[config.mk]
export PLATFORM = sky130hd
export DESIGN_NAME = pos_commutator
export DESIGN_NICKNAME = d
export VERILOG_FILES = /design/src/rtl/cmt_pkg.sv /design/src/rtl/cmt_regfile.sv /design/src/rtl/cmt_angle_wrap.sv /design/src/rtl/cmt_state_lookup.sv /design/src/rtl/cmt_phase_guard.sv /design/src/rtl/pos_commutator.sv
export SDC_FILE = /design/constraint.sdc
export NUM_CORES = 1
export LEC_CHECK = 0
export ABC_CLOCK_PERIOD_IN_PS = 125700
export BUFFER_PORTS_ARGS = -buffer_cell sky130_fd_sc_hd__buf_2
export CAP_MARGIN = 15
export CORE_ASPECT_RATIO = 1.5
export CORE_UTILIZATION = 55
export CTS_BUF_LIST = sky130_fd_sc_hd__clkbuf_16
export DETAILED_ROUTE_END_ITERATION = 16
export PLACE_DENSITY_LB_ADDON = 0.15
export SYNTH_ARGS = -nofsm -noshare
export SYNTH_HDL_FRONTEND = slang
export SYNTH_HIERARCHICAL = 1
export SYNTH_SLANG_ARGS = --single-unit
[constraint.sdc]
create_clock -name clk -period 125.7 [get_ports clk]
set_input_delay 12.57 -clock clk [delete_from_list [all_inputs] [get_ports clk]]
set_output_delay 12.57 -clock clk [all_outputs]
set_load 0.02 [all_outputs]
[src/rtl/cmt_pkg.sv]
package cmt_pkg;
   localparam int PHASES   = 3;
   localparam int PAT_W    = 2 * PHASES;
   localparam int ADDR_W   = 4;
   localparam logic [ADDR_W-1:0] A_CTRL = 4'd0;
   localparam logic [ADDR_W-1:0] A_OFS  = 4'd1;
   localparam logic [ADDR_W-1:0] A_REV  = 4'd2;
   localparam int TAB_BASE = 8;
   localparam int FLD_LSB  = 16;
   typedef logic [PAT_W-1:0] drv_pat_t;
endpackage

[src/rtl/cmt_regfile.sv]
module cmt_regfile
   import cmt_pkg::*;
#(
   parameter int N_ENT  = 8,
   parameter int ANG_W  = 16,
   parameter int OFS_W  = 16,
   parameter int DATA_W = 32
) (
   input  logic                         clk,
   input  logic                         rst_n,
   input  logic                         wr_en_i,
   input  logic [ADDR_W-1:0]            wr_addr_i,
   input  logic [DATA_W-1:0]            wr_data_i,
   output logic                         en_o,
   output logic signed [OFS_W-1:0]      ofs_o,
   output logic [ANG_W-1:0]             rev_o,
   output logic [N_ENT-1:0][ANG_W-1:0]  bnd_o,
   output drv_pat_t [N_ENT-1:0]         pat_o
);
   localparam int PAT_TOP = FLD_LSB + PAT_W;

   if (DATA_W < PAT_TOP || ANG_W > FLD_LSB || OFS_W > FLD_LSB) begin : g_bad_w
      $error("cmt_regfile: field widths do not fit the write data");
   end

   logic unused_hi;
   assign unused_hi = ^wr_data_i[DATA_W-1:PAT_TOP];

   always_ff @(posedge clk or negedge rst_n) begin
      if (!rst_n) begin
         en_o  <= 1'b0;
         ofs_o <= '0;
         rev_o <= '0;
      end else if (wr_en_i) begin
         if (wr_addr_i == A_CTRL) en_o  <= wr_data_i[0];
         if (wr_addr_i == A_OFS)  ofs_o <= wr_data_i[OFS_W-1:0];
         if (wr_addr_i == A_REV)  rev_o <= wr_data_i[ANG_W-1:0];
      end
   end

   for (genvar e = 0; e < N_ENT; e++) begin : g_ent
      localparam logic [ADDR_W-1:0] MY_ADDR = ADDR_W'(TAB_BASE + e);
      always_ff @(posedge clk or negedge rst_n) begin
         if (!rst_n) begin
            bnd_o[e] <= '0;
            pat_o[e] <= '0;
         end else if (wr_en_i && wr_addr_i == MY_ADDR) begin
            bnd_o[e] <= wr_data_i[ANG_W-1:0];
            pat_o[e] <= wr_data_i[PAT_TOP-1:FLD_LSB];
         end
      end
   end

   AST_OFS_LOAD: assert property (@(posedge clk) disable iff (!rst_n)
      (wr_en_i && wr_addr_i == A_OFS) |=> (ofs_o == $past(wr_data_i[OFS_W-1:0])));
   AST_REV_LOAD: assert property (@(posedge clk) disable iff (!rst_n)
      (wr_en_i && wr_addr_i == A_REV) |=> (rev_o == $past(wr_data_i[ANG_W-1:0])));
endmodule

[src/rtl/cmt_angle_wrap.sv]
module cmt_angle_wrap #(
   parameter int POS_W = 24,
   parameter int OFS_W = 16,
   parameter int ANG_W = 16
) (
   input  logic                    clk,
   input  logic                    rst_n,
   input  logic signed [POS_W-1:0] pos_i,
   input  logic signed [OFS_W-1:0] ofs_i,
   input  logic [ANG_W-1:0]        rev_i,
   output logic [ANG_W-1:0]        ang_o
);
   localparam int SUM_W = POS_W + 1;

   if (POS_W < OFS_W || POS_W < ANG_W) begin : g_bad_w
      $error("cmt_angle_wrap: position must be at least as wide as offset and angle");
   end

   logic signed [SUM_W-1:0] sum, dvs, rem, fold;

   always_comb begin
      sum = SUM_W'(pos_i) + SUM_W'(ofs_i);
      dvs = $signed({{(SUM_W-ANG_W){1'b0}}, rev_i});
      rem = '0;
      if (rev_i != '0) rem = sum % dvs;
      fold = (rem < 0) ? rem + dvs : rem;
      ang_o = fold[ANG_W-1:0];
   end

   AST_ANGLE_RANGE: assert property (@(posedge clk) disable iff (!rst_n)
      (rev_i != '0) |-> (ang_o < rev_i));
   AST_ZERO_REV: assert property (@(posedge clk) disable iff (!rst_n)
      (rev_i == '0) |-> (ang_o == '0));
endmodule

[src/rtl/cmt_state_lookup.sv]
module cmt_state_lookup
   import cmt_pkg::*;
#(
   parameter int N_ENT = 8,
   parameter int ANG_W = 16
) (
   input  logic                        clk,
   input  logic                        rst_n,
   input  logic [ANG_W-1:0]            ang_i,
   input  logic [N_ENT-1:0][ANG_W-1:0] bnd_i,
   input  drv_pat_t [N_ENT-1:0]        pat_i,
   output drv_pat_t                    pat_o
);
   localparam int IDX_W = $clog2(N_ENT);
   localparam logic [IDX_W-1:0] LAST = IDX_W'(N_ENT - 1);

   if (N_ENT < 2 || N_ENT > 8) begin : g_bad_n
      $error("cmt_state_lookup: entry count must be 2..8");
   end

   logic [N_ENT-1:0] below;
   logic [IDX_W-1:0] idx;

   for (genvar e = 0; e < N_ENT; e++) begin : g_cmp
      assign below[e] = ang_i < bnd_i[e];
   end

   always_comb begin
      idx = LAST;
      for (int e = N_ENT - 1; e >= 0; e--) begin
         if (below[e]) idx = IDX_W'(e);
      end
      pat_o = pat_i[idx];
   end

   AST_HIT_BOUND: assert property (@(posedge clk) disable iff (!rst_n)
      (idx != LAST) |-> (ang_i < bnd_i[idx]));
   AST_NONE_LOWER: assert property (@(posedge clk) disable iff (!rst_n)
      (idx == '0) || (ang_i >= bnd_i[idx - IDX_W'(1)]));
endmodule

[src/rtl/cmt_phase_guard.sv]
module cmt_phase_guard
   import cmt_pkg::*;
(
   input  drv_pat_t pat_i,
   output drv_pat_t pat_o
);
   for (genvar p = 0; p < PHASES; p++) begin : g_ph
      logic clash;
      assign clash = pat_i[2*p] & pat_i[2*p+1];
      assign pat_o[2*p]   = pat_i[2*p]   & ~clash;
      assign pat_o[2*p+1] = pat_i[2*p+1] & ~clash;
   end
endmodule

[src/rtl/pos_commutator.sv]
module pos_commutator
   import cmt_pkg::*;
#(
   parameter int POS_W  = 24,
   parameter int OFS_W  = 16,
   parameter int ANG_W  = 16,
   parameter int N_ENT  = 8,
   parameter int DATA_W = 32
) (
   input  logic                    clk,
   input  logic                    rst_n,
   input  logic signed [POS_W-1:0] pos_i,
   input  logic                    wr_en_i,
   input  logic [ADDR_W-1:0]       wr_addr_i,
   input  logic [DATA_W-1:0]       wr_data_i,
   output logic [PAT_W-1:0]        drv_o
);
   logic                        en;
   logic signed [OFS_W-1:0]     ofs;
   logic [ANG_W-1:0]            rev, ang;
   logic [N_ENT-1:0][ANG_W-1:0] bnd;
   drv_pat_t [N_ENT-1:0]        pat;
   drv_pat_t                    raw, safe;

   cmt_regfile #(.N_ENT(N_ENT), .ANG_W(ANG_W), .OFS_W(OFS_W), .DATA_W(DATA_W)) regs_i (
      .clk(clk), .rst_n(rst_n), .wr_en_i(wr_en_i), .wr_addr_i(wr_addr_i),
      .wr_data_i(wr_data_i), .en_o(en), .ofs_o(ofs), .rev_o(rev),
      .bnd_o(bnd), .pat_o(pat));

   cmt_angle_wrap #(.POS_W(POS_W), .OFS_W(OFS_W), .ANG_W(ANG_W)) wrap_i (
      .clk(clk), .rst_n(rst_n), .pos_i(pos_i), .ofs_i(ofs), .rev_i(rev), .ang_o(ang));

   cmt_state_lookup #(.N_ENT(N_ENT), .ANG_W(ANG_W)) look_i (
      .clk(clk), .rst_n(rst_n), .ang_i(ang), .bnd_i(bnd), .pat_i(pat), .pat_o(raw));

   cmt_phase_guard guard_i (.pat_i(raw), .pat_o(safe));

   always_ff @(posedge clk or negedge rst_n) begin
      if (!rst_n)   drv_o <= '0;
      else if (en)  drv_o <= safe;
      else          drv_o <= '0;
   end

   AST_OFF_WHEN_DIS: assert property (@(posedge clk) disable iff (!rst_n)
      !en |=> (drv_o == '0));
   AST_FOLLOWS_GUARD: assert property (@(posedge clk) disable iff (!rst_n)
      en |=> (drv_o == $past(safe)));

   for (genvar p = 0; p < PHASES; p++) begin : g_chk
      AST_NO_SHOOT: assert property (@(posedge clk) disable iff (!rst_n)
         !(drv_o[2*p] && drv_o[2*p+1]));
   end
endmodule

==> impl_results.md <==
- Status: finished, final reports clean
- # resized after CTS: 0
- Hold Buf Count CTS: 0
- Slowest CP cell: nor3_1
- CTS tree: built
- Vias: 27.9k
- DRT Wirelength: 89500 um
- Skew-Pair Late Insertion Delay: 0.45 ns
- Number of setup buffers added after CTS: 0
- R2R setup slack: 42.53 ns
- WP data required: 126.10 ns
- Fmax: 0.0105 GHz
- FP Rows: 105
- Worst setup endpoint: drv_o[5]$_DFF_PN0_
- CP Max Fanout: 33
- H-tree depth: 4
- Kind of critical path: in -> reg
- Tot GR Track Use: 0.316
- Antenna-violating nets left: 0
- Worst Setup End Kind: flip-flop
- # DRC: 0
- Final hold violation count: 0
- Pin count of the biggest net entering global routing: 84
- Die Height: 291 um
- Startpoint Class: primary input
- Layout cells sized above 1: 0.149
- Clock Pin Slew Worst Setup and Hold Paths: 0.07 ns
- Post-Syn Area: 30600 um2
- Max-cap violations: 0
- Starting DRT DRC Count: 1154
- Number of global-route vias before repair: 27.8k
- Maximum clock insertion buffer count: 2
- Initial antenna violation count: 1
- Ys Warns: 6
- CTS sink count: 199
- Top Ports: 69
- Max Slew Vio Count: 0
- Cell depth of the worst flop-to-flop path: 340
- Worst Clk Skew: 0.00939 ns
- Final TNS setup: 0 ns
- Vias per cell: 6.32
- Wirelength per Cell: 20.3 um
- Die W: 194 um
- CTS root buf: clkbuf_16
- Initial core utilization: 0.558
- Most frequent cells in the layout: 428 x ha_1, 298 x mux2_2, 286 x nor2_1
- Synthesized instance count: 3703
- Crit path launch: pos_i[0]
- Fin crit period: 95.04 ns
- Slew @ Worst Pin: 1.11 ns
- Final worst-path cycle share: 0.756
- Unrepaired setup endpoints after global routing: false
- CP dominant cell by count: o21a_1
- Syn Area/Cell: 8.26 um2
- RR Startpoint: regs_i/ofs_o[0]$_DFFE_PN0P_
- Area grow syn2layout: 5.03%
- WP data arrival: 95.43 ns
- Setup-failing EPs final: 0
- Final layout net count: 4196
- CTS Buf Count: 17
- Slew HR: 0.258
- Placer Congestion: 0.939
- Hold Path Class: reg -> reg
- Port-buffer cells: 58
- Leading cell type in the layout, fill and taps excluded: ha_1
- CP max stage delay: 0.84 ns
- Hpwl dp: 70600 um
- Die area: 56500 um2
- Drt pass-1 iters: 7
- Synthesized Nets: 4197
- Antenna diodes: 0
- FF-to-FF End: drv_o[5]$_DFF_PN0_
- First-pass GRT wire length: 143000 um
- Congestion Overflow GR: 0
- Core Footprint: 54800 um2
[metrics by stage]
| step | hold WS (ns) | utilization | cell area [um2] | setup WS, ns | std cells |
|---|---|---|---|---|---|
| after detailed placement | 0.487 | 0.575 | 31500 | 30.46 | 4375 |
| after CTS | 0.502 | 0.585 | 32100 | 30.55 | 4407 |
| after floorplan | 0.471 | - | 30600 | 42.80 | 3703 |
| final | 0.499 | 0.586 | 32100 | 30.66 | 4410 |
| after global placement | 0.480 | 0.575 | 31500 | 31.09 | 4375 |
| after global routing | 0.512 | 0.586 | 32100 | 24.62 | 4410 |
[critical path, delay by kind of cell]
family,cells,cell delay (ns)
buf+inv,20,3.25
compound gates,211,50.16
fa+ha+maj,29,9.32
xor+xnor,1,0.29
mux,9,3.20
simple gates,71,16.46
[cell type report]
class                           count  area [um2]
Multi-Input combinational cell   3177       24300
Fill cell                        5112       22700
Sequential cell                   199        4980
Tap cell                          695         870
Inverter                          210         788
Timing Repair Buffer               97         607
Clock buffer                       17         425
Clock inverter                     15         165
[routing by layer]
metal  vias to the layer above  track usage  wire [um]
met5                         -            0         15
met4                         2        0.190       5540
met3                       244       0.0245       2320
met2                       583        0.614      47800
met1                     13321        0.324      33800
li1                      13726            -          -
[worst min-delay path by stage]
stage | startpoint | endpoint | slack (ns) | cells after the start
after floorplan | regs_i/bnd_o[64]$_DFFE_PN0P_ | regs_i/bnd_o[64]$_DFFE_PN0P_ | 0.47 | 1
after global placement | regs_i/bnd_o[64]$_DFFE_PN0P_ | regs_i/bnd_o[64]$_DFFE_PN0P_ | 0.48 | 1
after detailed placement | regs_i/bnd_o[0]$_DFFE_PN0P_ | regs_i/bnd_o[0]$_DFFE_PN0P_ | 0.49 | 1
after CTS | regs_i/bnd_o[0]$_DFFE_PN0P_ | regs_i/bnd_o[0]$_DFFE_PN0P_ | 0.50 | 1
after global routing | regs_i/bnd_o[32]$_DFFE_PN0P_ | regs_i/bnd_o[32]$_DFFE_PN0P_ | 0.51 | 1
final | regs_i/bnd_o[0]$_DFFE_PN0P_ | regs_i/bnd_o[0]$_DFFE_PN0P_ | 0.50 | 1
[sequential cells by signal (all words and copies together) (netlist names)]
signal	count
regs_i/rev_o	16
drv_o	6
regs_i/ofs_o	16
regs_i/en_o	1
regs_i/bnd_o	112
regs_i/pat_o	48
Power is not shown: default switching activity piles up to over one toggle a cycle in this logic, so the estimate is an artifact.
